==> src/rtl/rtcwp_pkg.sv <==
package rtcwp_pkg;
  localparam int REG_AW = 6;
  localparam int DW     = 32;
  localparam int TIME_W = 22;
  localparam int DATE_W = 24;
  localparam int PSA_W  = 7;
  localparam int PSS_W  = 15;
  localparam int PSA_LSB = 16;

  localparam logic [REG_AW-1:0] OFS_TIME  = 6'h00;
  localparam logic [REG_AW-1:0] OFS_DATE  = 6'h04;
  localparam logic [REG_AW-1:0] OFS_STAT  = 6'h0C;
  localparam logic [REG_AW-1:0] OFS_PRESC = 6'h10;
  localparam logic [REG_AW-1:0] OFS_CTRL  = 6'h18;
  localparam logic [REG_AW-1:0] OFS_WPROT = 6'h24;

  localparam logic [7:0] KEY_FIRST  = 8'hCA;
  localparam logic [7:0] KEY_SECOND = 8'h53;

  localparam int ST_REQ   = 7;
  localparam int ST_RDY   = 6;
  localparam int ST_SYNC  = 5;
  localparam int ST_INITD = 4;
  localparam int CTRL_FMT = 6;

  localparam logic [TIME_W-1:0] TIME_MASK = 22'h3F7F7F;
  localparam logic [DATE_W-1:0] DATE_MASK = 24'hFFFF3F;

  typedef enum logic [1:0] {LK_CLOSED, LK_HALF, LK_OPEN} lock_st_t;
endpackage

==> src/rtl/rtcwp_keylock.sv <==
module rtcwp_keylock
  import rtcwp_pkg::*;
(
  input  logic       clk,
  input  logic       rst,
  input  logic       wp_we,
  input  logic [7:0] wp_key,
  output logic       unlocked_o
);
  lock_st_t st_q, st_d;

  always_comb begin
    st_d = st_q;
    if (wp_we) begin
      if (wp_key == KEY_FIRST)                          st_d = LK_HALF;
      else if (st_q == LK_HALF && wp_key == KEY_SECOND) st_d = LK_OPEN;
      else                                              st_d = LK_CLOSED;
    end
  end

  always_ff @(posedge clk) begin
    if (rst) st_q <= LK_CLOSED;
    else     st_q <= st_d;
  end

  assign unlocked_o = (st_q == LK_OPEN);


  open_needs_key_chk: assert property (@(posedge clk) disable iff (rst)
    $rose(unlocked_o) |-> $past(wp_we && wp_key == KEY_SECOND));

  relock_chk: assert property (@(posedge clk) disable iff (rst)
    (wp_we && wp_key != KEY_SECOND) |=> !unlocked_o);
endmodule

==> src/rtl/rtcwp_init_sync.sv <==
module rtcwp_init_sync #(
  parameter int STAGES = 2
) (
  input  logic clk,
  input  logic rst,
  input  logic rtc_ce,
  input  logic req,
  output logic ready_o
);
  logic [STAGES-1:0] sh_q;

  always_ff @(posedge clk) begin
    if (rst)         sh_q <= '0;
    else if (rtc_ce) sh_q <= {sh_q[STAGES-2:0], req};
  end

  assign ready_o = sh_q[STAGES-1];


  ready_on_tick_chk: assert property (@(posedge clk) disable iff (rst)
    !$stable(ready_o) |-> $past(rtc_ce));
endmodule

==> src/rtl/rtcwp_shadow_sync.sv <==
module rtcwp_shadow_sync #(
  parameter int CYC = 2
) (
  input  logic clk,
  input  logic rst,
  input  logic rtc_ce,
  input  logic run,
  input  logic clr,
  output logic refresh_o,
  output logic sync_o
);
  localparam int CNT_W = $clog2(CYC + 1);
  localparam logic [CNT_W-1:0] CNT_LAST = CNT_W'(CYC - 1);

  logic [CNT_W-1:0] cnt_q;

  assign refresh_o = rtc_ce && run && !clr && (cnt_q == CNT_LAST);

  always_ff @(posedge clk) begin
    if (rst) begin
      cnt_q  <= '0;
      sync_o <= 1'b0;
    end else if (clr) begin
      cnt_q  <= '0;
      sync_o <= 1'b0;
    end else if (!run) begin
      cnt_q  <= '0;
    end else if (rtc_ce) begin
      if (cnt_q == CNT_LAST) begin
        cnt_q  <= '0;
        sync_o <= 1'b1;
      end else begin
        cnt_q <= cnt_q + 1'b1;
      end
    end
  end


  sync_rise_chk: assert property (@(posedge clk) disable iff (rst)
    $rose(sync_o) |-> $past(rtc_ce && run));

  sync_clear_chk: assert property (@(posedge clk) disable iff (rst)
    clr |=> !sync_o);
endmodule

==> src/rtl/rtcwp_top.sv <==
module rtcwp_top
  import rtcwp_pkg::*;
#(
  parameter int SYNC_STAGES = 2,
  parameter int SHADOW_CYC  = 2,
  parameter logic [PSA_W-1:0] PSA_RST = 7'h7F,
  parameter logic [PSS_W-1:0] PSS_RST = 15'h00FF
) (
  input  logic              clk,
  input  logic              rst,
  input  logic              rtc_ce,
  input  logic [REG_AW-1:0] bus_addr,
  input  logic [DW-1:0]     bus_wdata,
  input  logic              bus_we,
  output logic [DW-1:0]     bus_rdata,
  input  logic [TIME_W-1:0] cal_time_i,
  input  logic [DATE_W-1:0] cal_date_i,
  output logic              cal_halt_o,
  output logic              ld_time_o,
  output logic              ld_date_o,
  output logic              ld_presc_o,
  output logic [TIME_W-1:0] time_o,
  output logic [DATE_W-1:0] date_o,
  output logic [PSA_W-1:0]  presc_async_o,
  output logic [PSS_W-1:0]  presc_sync_o,
  output logic              fmt12_o
);
  logic unlocked, ready, sync_flag, refresh;
  logic req_q, fmt_q;
  logic [TIME_W-1:0] time_q;
  logic [DATE_W-1:0] date_q;
  logic [PSA_W-1:0]  psa_q;
  logic [PSS_W-1:0]  pss_q;
  logic ld_time_q, ld_date_q, ld_presc_q;
  logic [DW-1:0] rdata_q, rd_d;

  logic wr_open, wr_cal, stat_we, sync_clr, inited;
  assign wr_open  = bus_we && unlocked;
  assign wr_cal   = wr_open && ready && req_q;
  assign stat_we  = wr_open && bus_addr == OFS_STAT;
  assign sync_clr = stat_we && !bus_wdata[ST_SYNC];
  assign inited   = |date_q[DATE_W-1:DATE_W-8];

  rtcwp_keylock u_lock (
    .clk(clk), .rst(rst),
    .wp_we(bus_we && bus_addr == OFS_WPROT),
    .wp_key(bus_wdata[7:0]),
    .unlocked_o(unlocked)
  );

  rtcwp_init_sync #(.STAGES(SYNC_STAGES)) u_init (
    .clk(clk), .rst(rst), .rtc_ce(rtc_ce), .req(req_q), .ready_o(ready)
  );

  rtcwp_shadow_sync #(.CYC(SHADOW_CYC)) u_shadow (
    .clk(clk), .rst(rst), .rtc_ce(rtc_ce), .run(!ready), .clr(sync_clr),
    .refresh_o(refresh), .sync_o(sync_flag)
  );

  always_ff @(posedge clk) begin
    if (rst) begin
      req_q      <= 1'b0;
      fmt_q      <= 1'b0;
      time_q     <= '0;
      date_q     <= '0;
      psa_q      <= PSA_RST;
      pss_q      <= PSS_RST;
      ld_time_q  <= 1'b0;
      ld_date_q  <= 1'b0;
      ld_presc_q <= 1'b0;
    end else begin
      ld_time_q  <= wr_cal && bus_addr == OFS_TIME;
      ld_date_q  <= wr_cal && bus_addr == OFS_DATE;
      ld_presc_q <= wr_cal && bus_addr == OFS_PRESC;
      if (stat_we) req_q <= bus_wdata[ST_REQ];
      if (wr_open && bus_addr == OFS_CTRL) fmt_q <= bus_wdata[CTRL_FMT];
      if (refresh) begin
        time_q <= cal_time_i & TIME_MASK;
        date_q <= cal_date_i & DATE_MASK;
      end else if (wr_cal) begin
        if (bus_addr == OFS_TIME) time_q <= bus_wdata[TIME_W-1:0] & TIME_MASK;
        if (bus_addr == OFS_DATE) date_q <= bus_wdata[DATE_W-1:0] & DATE_MASK;
      end
      if (wr_cal && bus_addr == OFS_PRESC) begin
        psa_q <= bus_wdata[PSA_LSB +: PSA_W];
        pss_q <= bus_wdata[PSS_W-1:0];
      end
    end
  end

  always_comb begin
    rd_d = '0;
    case (bus_addr)
      OFS_TIME:  rd_d[TIME_W-1:0] = time_q;
      OFS_DATE:  rd_d[DATE_W-1:0] = date_q;
      OFS_STAT: begin
        rd_d[ST_REQ]   = req_q;
        rd_d[ST_RDY]   = ready;
        rd_d[ST_SYNC]  = sync_flag;
        rd_d[ST_INITD] = inited;
      end
      OFS_PRESC: begin
        rd_d[PSA_LSB +: PSA_W] = psa_q;
        rd_d[PSS_W-1:0]        = pss_q;
      end
      OFS_CTRL:  rd_d[CTRL_FMT] = fmt_q;
      default:   rd_d = '0;
    endcase
  end

  always_ff @(posedge clk) begin
    if (rst) rdata_q <= '0;
    else     rdata_q <= rd_d;
  end

  assign bus_rdata     = rdata_q;
  assign cal_halt_o    = ready;
  assign ld_time_o     = ld_time_q;
  assign ld_date_o     = ld_date_q;
  assign ld_presc_o    = ld_presc_q;
  assign time_o        = time_q;
  assign date_o        = date_q;
  assign presc_async_o = psa_q;
  assign presc_sync_o  = pss_q;
  assign fmt12_o       = fmt_q;


  locked_time_chk: assert property (@(posedge clk) disable iff (rst)
    (bus_we && bus_addr == OFS_TIME && !unlocked && !refresh) |=> $stable(time_o));

  locked_ctrl_chk: assert property (@(posedge clk) disable iff (rst)
    (bus_we && bus_addr == OFS_CTRL && !unlocked) |=> $stable(fmt12_o));

  one_strobe_chk: assert property (@(posedge clk) disable iff (rst)
    $onehot0({ld_time_o, ld_date_o, ld_presc_o}));

  load_needs_halt_chk: assert property (@(posedge clk) disable iff (rst)
    (ld_time_o || ld_date_o || ld_presc_o) |-> $past(cal_halt_o && unlocked));
endmodule

==> config.mk <==
export PLATFORM = sky130hd
export DESIGN_NAME = rtcwp_top
export DESIGN_NICKNAME = d
export VERILOG_FILES = /design/src/rtl/rtcwp_pkg.sv /design/src/rtl/rtcwp_keylock.sv /design/src/rtl/rtcwp_init_sync.sv /design/src/rtl/rtcwp_shadow_sync.sv /design/src/rtl/rtcwp_top.sv
export SDC_FILE = /design/constraint.sdc
export NUM_CORES = 1
export LEC_CHECK = 0
export BUFFER_PORTS_ARGS = -buffer_cell sky130_fd_sc_hd__buf_4
export CORE_UTILIZATION = 50
export DETAILED_ROUTE_END_ITERATION = 8
export PLACE_DENSITY_LB_ADDON = 0.05
export SYNTH_ARGS = -nofsm -noshare
export SYNTH_HDL_FRONTEND = slang
export SYNTH_HIERARCHICAL = 1
export SYNTH_SLANG_ARGS = --single-unit
==> constraint.sdc <==
create_clock -name clk -period 2.5 [get_ports clk]
set_input_delay 0.25 -clock clk [delete_from_list [all_inputs] [get_ports clk]]
set_output_delay 0.25 -clock clk [all_outputs]
set_load 0.05 [all_outputs]
---- Word-level counts from Yosys, hierarchy flattened ----
Cells that the tools add are included.
Widths: inputs -> output; s select.
operators by class
  add/sub/neg operators ................... 1
  equality and inequality tests ........... 10
  mux-type cells .......................... 17
  bitwise gates (word level) .............. 2
  reduce and logical (&&, ||, !) cells .... 28
operator list
  cell                count
  $mux 24             3
  $mux 22             3
  $pmux 7 s3          1
  $pmux 6 s3          1
  $logic_and 1x1->1   14
  $eq 6x5->1 const B  2
  $pmux 4 s3          1
  $eq 8x7->1 const B  1
  $eq 8x8->1 const B  1
  $pmux 2 s4          1
  $reduce_or 8->1     1
  $eq 6x3->1 const B  1
  $eq 6x4->1 const B  1
  $eq 6x6->1 const B  1
  $logic_not 6->1     1
  $mux 2              3
  $reduce_bool 2->1   3
  $eq 2x1->1 const B  2
  $pmux 1 s2          2
  $pmux 1 s4          1
  $reduce_and 2->1    2
  $reduce_or 2->1     2
  $logic_not 1->1     3
  $reduce_and 3->1    1
  other kinds (5)     6
storage, ports and cells
  bits in registers ....................... 108
  bits of input ports ..................... 88
  output and inout port bits .............. 105
  logic and storage cells ................. 74

---- Longest topological paths before layout ----
  depth in word-level cells ............... 9
  gate-level depth with buffers ........... 11
  gate-level depth less buffers ........... 7

---- By module ----
The synthesis kept the hierarchy.
by module, submodules not included
  module             instances  cells each  area each (µm²)  seq. area each (µm²)
  rtcwp_top          1          546         4,803.4          1,861.8
  rtcwp_keylock      1          13          118.9            40.0
  rtcwp_shadow_sync  1          12          115.1            60.1
  rtcwp_init_sync    1          6           67.6             40.0

---- Worst setup path after synthesis ----
Ideal clock, no wire load.
  kind .................................... input port to flip-flop
  start ................................... input bus_addr[5]
  end ..................................... register date_q[0] (netlist: date_o[0])
  library setup time ...................... 0.142 ns
  arrival time ............................ 1.954 ns
  data required time ...................... 2.358 ns
  path slack .............................. 0.404 ns
  stages .................................. 11
  path buffers ............................ 5
  cells stage by stage .................... buf_2 nor3b_2 buf_2 buf_2 nand3_1 nor2_1 nor2_1 clkbuf_1 clkbuf_1 a41oi_1 a221oi_1
on the way
  longest elaborated chain between the ends .. 8
  elaborated cells on any way between the ends .. 11
  classes of those cells .................. eq/ne (2); mux (1); reduce/logical (8)
RTL lines
  what                                RTL line                 source
  start, declared                     rtcwp_top.sv:12          input logic [REG_AW-1:0] bus_addr,
  $eq 6x4->1 *                        rtcwp_top.sv:40          assign stat_we = wr_open && bus_addr == OFS_STAT;
  $logic_and 1x1->1 *                 rtcwp_top.sv:40
  $logic_and 1x1->1 *                 rtcwp_top.sv:41          assign sync_clr = stat_we && !bus_wdata[ST_SYNC];
  net sync_clr                        rtcwp_top.sv:37          logic wr_open, wr_cal, stat_we, sync_clr, inited;
  $logic_not 1->1 *                   rtcwp_shadow_sync.sv:17  assign refresh_o = rtc_ce && run && !clr && (cnt_q == CNT_LAST);
  $logic_and 1x1->1 * (2 in series)   rtcwp_shadow_sync.sv:17
  net refresh                         rtcwp_top.sv:28          logic unlocked, ready, sync_flag, refresh;
  $reduce_bool 2->1 (no source line)  n/a
  $reduce_and 2->1 (no source line)   n/a
  end signal, assigned                rtcwp_top.sv:79          date_q <= cal_date_i & DATE_MASK;
  end signal, assigned                rtcwp_top.sv:82          if (bus_addr == OFS_DATE) date_q <= bus_wdata[DATE_W-1:0] & DATE_MASK;
  end, declared                       rtcwp_top.sv:31          logic [DATE_W-1:0] date_q;
The timed path passes the listed nets; every way through them passes the cells marked *.
A chain may end at the register's enable or synchronous reset.

---- Final worst setup path ----
  start ................................... register u_lock.st_q[1]
  end ..................................... register time_q[2] (netlist: time_o[2])
on the way
  longest elaborated chain between the ends .. 9
  elaborated cells on any way between the ends .. 13
  classes of those cells .................. eq/ne (1); mux (1); reduce/logical (11)
RTL lines
  what                                RTL line                 source
  start, declared                     rtcwp_keylock.sv:10      lock_st_t st_q, st_d;
  start signal, assigned              rtcwp_keylock.sv:23      else st_q <= st_d;
  $eq 2x2->1 *                        rtcwp_keylock.sv:26      assign unlocked_o = (st_q == LK_OPEN);
  net unlocked                        rtcwp_top.sv:28
  $logic_and 1x1->1 *                 rtcwp_top.sv:38          assign wr_open = bus_we && unlocked;
  $logic_and 1x1->1 *                 rtcwp_top.sv:40
  $logic_and 1x1->1 *                 rtcwp_top.sv:41
  net sync_clr                        rtcwp_top.sv:37
  $logic_not 1->1 *                   rtcwp_shadow_sync.sv:17
  $logic_and 1x1->1 * (2 in series)   rtcwp_shadow_sync.sv:17
  net refresh                         rtcwp_top.sv:28
  $reduce_bool 2->1 (no source line)  n/a
  $reduce_and 2->1 (no source line)   n/a
  end signal, assigned                rtcwp_top.sv:78          time_q <= cal_time_i & TIME_MASK;
  end signal, assigned                rtcwp_top.sv:81          if (bus_addr == OFS_TIME) time_q <= bus_wdata[TIME_W-1:0] & TIME_MASK;
  end, declared                       rtcwp_top.sv:30          logic [TIME_W-1:0] time_q;
Marks and branches as above.

==> flow_summary.ini <==
[status]
outcome = complete, no violations

[power]
power.density_nw_per_um2 = 559
vdd_drop_max_mv = 0.336
p_total_mw = 3.67
p_leak_nw = 2.54

[global_route]
grt_pass1_wl_um = 25700
grtUsageTotal_pct = 31.9
grt_max_degree = 129
grt_pass1_vias = 4677
grt_antenna_before_repair = 0
grt_overflow = 0

[layout]
finalNetCount = 779
fillCellCount = 860
layout_common_cells = 175 x buf_4, 100 x dfxtp_1, 68 x nand3_1, 49 x o31ai_1, 45 x inv_1
final_layout_size_suffix_gt1_share_pct = 32.0
syn2layout_area_growth_pct = 28.7
layout_commonest_cell = buf_4
antennaDiodeCount = 0

[floorplanning]
io_pins = 193
dieHeight_um = 103
start_util_pct = 52.0
rows = 36
die_area_um2 = 10600
die-width_um = 103
fp.coreArea_um2 = 9820

[yosys]
ys_ff_latch = 100
synth_cell_type_count = 47
syn_inst = 577
synth_top_area_cell = dfxtp_1
synth_ff_type = dfxtp_1
netlist.area_leader.share_pct = 39.2
async_flop_share_pct = 0
yosysSeqAreaShare_pct = 39.2
synthesis.area_um2 = 5100
synth-edff-count = 0
synth_warnings = 6
synth.avg_cell_area_um2 = 8.85
synth_area_leaders = dfxtp_1 39%, a41oi_1 7.5%, a221oi_1 7.2%

[worst_hold_path]
hold_path_class = in2reg
hold_depth = 3
worstHoldStart = cal_time_i[17]
hold_end = time_o[17]$_SDFFE_PP0P_

[timing]
period_minus_slack_ns = 2.25
final_hold_viol_count = 0
final_max_slew_viol_count = 0
setup_viol = 0
timing.slew.headroom_pct = 38.3
skew_ns = 0.0114
hold_ws_ns = 0.132
tightestPinTransition_ns = 0.926
rsz0062_at_grt = no
clock.fmax_ghz = 0.445
min_period_over_period_pct = 89.9
fin_setup_tns_ns = 0

[worst_setup_path]
critPathLaunchType = register
cp-startpoint = u_lock/st_q[1]$_SDFFE_PP0P_
path_class = reg2reg
end_kind = register
worst-endpoint-arrival_ns = 2.52
r2r_cells = 8
rr_startpoint = u_lock/st_q[1]$_SDFFE_PP0P_
cp_max_fo = 60
timing.rr.end = time_o[2]$_SDFFE_PP0P_
required_ns = 2.77
rrSetupSlack_ns = 0.25

[detailed_routing]
ant_nets = 0
viasPerCell = 6.47
vias = 5363
drt_iter0_drc = 555
drc = 0
routed_wl_um = 17400
wl_per_cell_um = 20.9
dr.pass1.iters = 5

[clock_tree]
postCtsSetupRepairBufs = 0
cts_resized = 0
clkSinkCount = 100
cts_inserted_buffers = 9
cts_hold_buf = 0
clk_pin_slew_worst_paths_ns = 0.10
cts_root_buffer = clkbuf_8
cts_tree = yes
htree_levels = 3
worstSkewPairLatency_ns = 0.38
clockBufferDepth = 2

[place]
numPortBuffers = 168
hpwl_um = 11100
gp_congestion = 0.861

[job]
cap_violations = 0
## through the flow
stage	utilization (%)	cells	cell area [µm²]	worst slack [ns]
CTS	66.9	829	6570	0.331
detailed placement	64.5	813	6330	0.358
global placement	64.5	813	6330	0.422
global route	66.9	829	6570	0.143
floorplan	-	588	5150	0.404
finish	66.9	829	6570	0.254
## cells by family after synthesis
| kind of cell | synth area share, % |
|---|---|
| other | 0.0735 |
| AO/OA/AOI/OAI | 30.6 |
| multiplexers | 0.392 |
| flip-flops | 39.2 |
| XOR/XNOR | 0.172 |
| AND/OR/NAND/NOR | 17.4 |
| buffers and inverters | 12.1 |
## how the worst max path moves through the flow
stage,cells past startpoint,endpoint,slack [ns]
floorplan,11,date_o[0]$_SDFFE_PP0P_,0.40
global placement,8,date_o[3]$_SDFFE_PP0P_,0.42
detailed placement,8,time_o[10]$_SDFFE_PP0P_,0.36
CTS,8,time_o[19]$_SDFFE_PP0P_,0.33
global route,8,time_o[2]$_SDFFE_PP0P_,0.14
finish,8,time_o[2]$_SDFFE_PP0P_,0.25
## layout make-up
type / instances / area [µm²] / area share (%)
Sequential cell: 100 / 2000 / 30.5
Inverter: 45 / 169 / 2.57
Timing Repair Buffer: 181 / 1430 / 21.8
Clock buffer: 9 / 124 / 1.89
Tap cell: 133 / 166 / 2.53
Multi-Input combinational cell: 354 / 2560 / 39.0
Clock inverter: 7 / 115 / 1.75
## metal layers
metal / up-vias / track usage [%] / part of all wire [%]
li1: 2458 / - / -
met1: 2526 / 49.5 / 44
met2: 356 / 43.7 / 44
met3: 23 / 6.17 / 11
met4: 0 / 10.1 / 1.5
met5: - / 0 / 0
## synthesized netlist by cell type, drive strengths merged, types with 3 or more instances
master / count
inv: 45
nand4: 9
nor3: 3
nand4b: 3
a221oi: 42
clkbuf: 40
a21oi: 11
nand3: 68
a41oi: 44
o21bai: 15
nor3b: 6
nor4: 17
o31ai: 49
buf: 49
dfxtp: 100
nor2: 8
a31oi: 33
nand2: 6
## sequential cells by signal, indices dropped and copies added, names as in the netlist, 2 cells and up
signal,cells
bus_rdata,24
presc_async_o,7
u_lock/st_q,2
presc_sync_o,15
time_o,20
u_init/sh_q,2
u_shadow/cnt_q,2
date_o,22
## critical path, stage by stage (launching register included)
cell,delay [ns]
dfxtp_1,0.34
nor2b_1,0.17
and2_1,0.18
nand3_1,0.10
nor2_1,0.08
nor2_4,0.49
buf_12,0.35
a41oi_1,0.09
a221oi_1,0.32
## where the power goes
part | switching (mW) | leakage (nW) | internal (mW)
sequential | 0.0516 | 0.812 | 1.65
combinational | 0.487 | 1.62 | 0.243
clock | 0.581 | 0.115 | 0.661
total | 1.12 | 2.54 | 2.55
(Power assumes the default switching activity.)
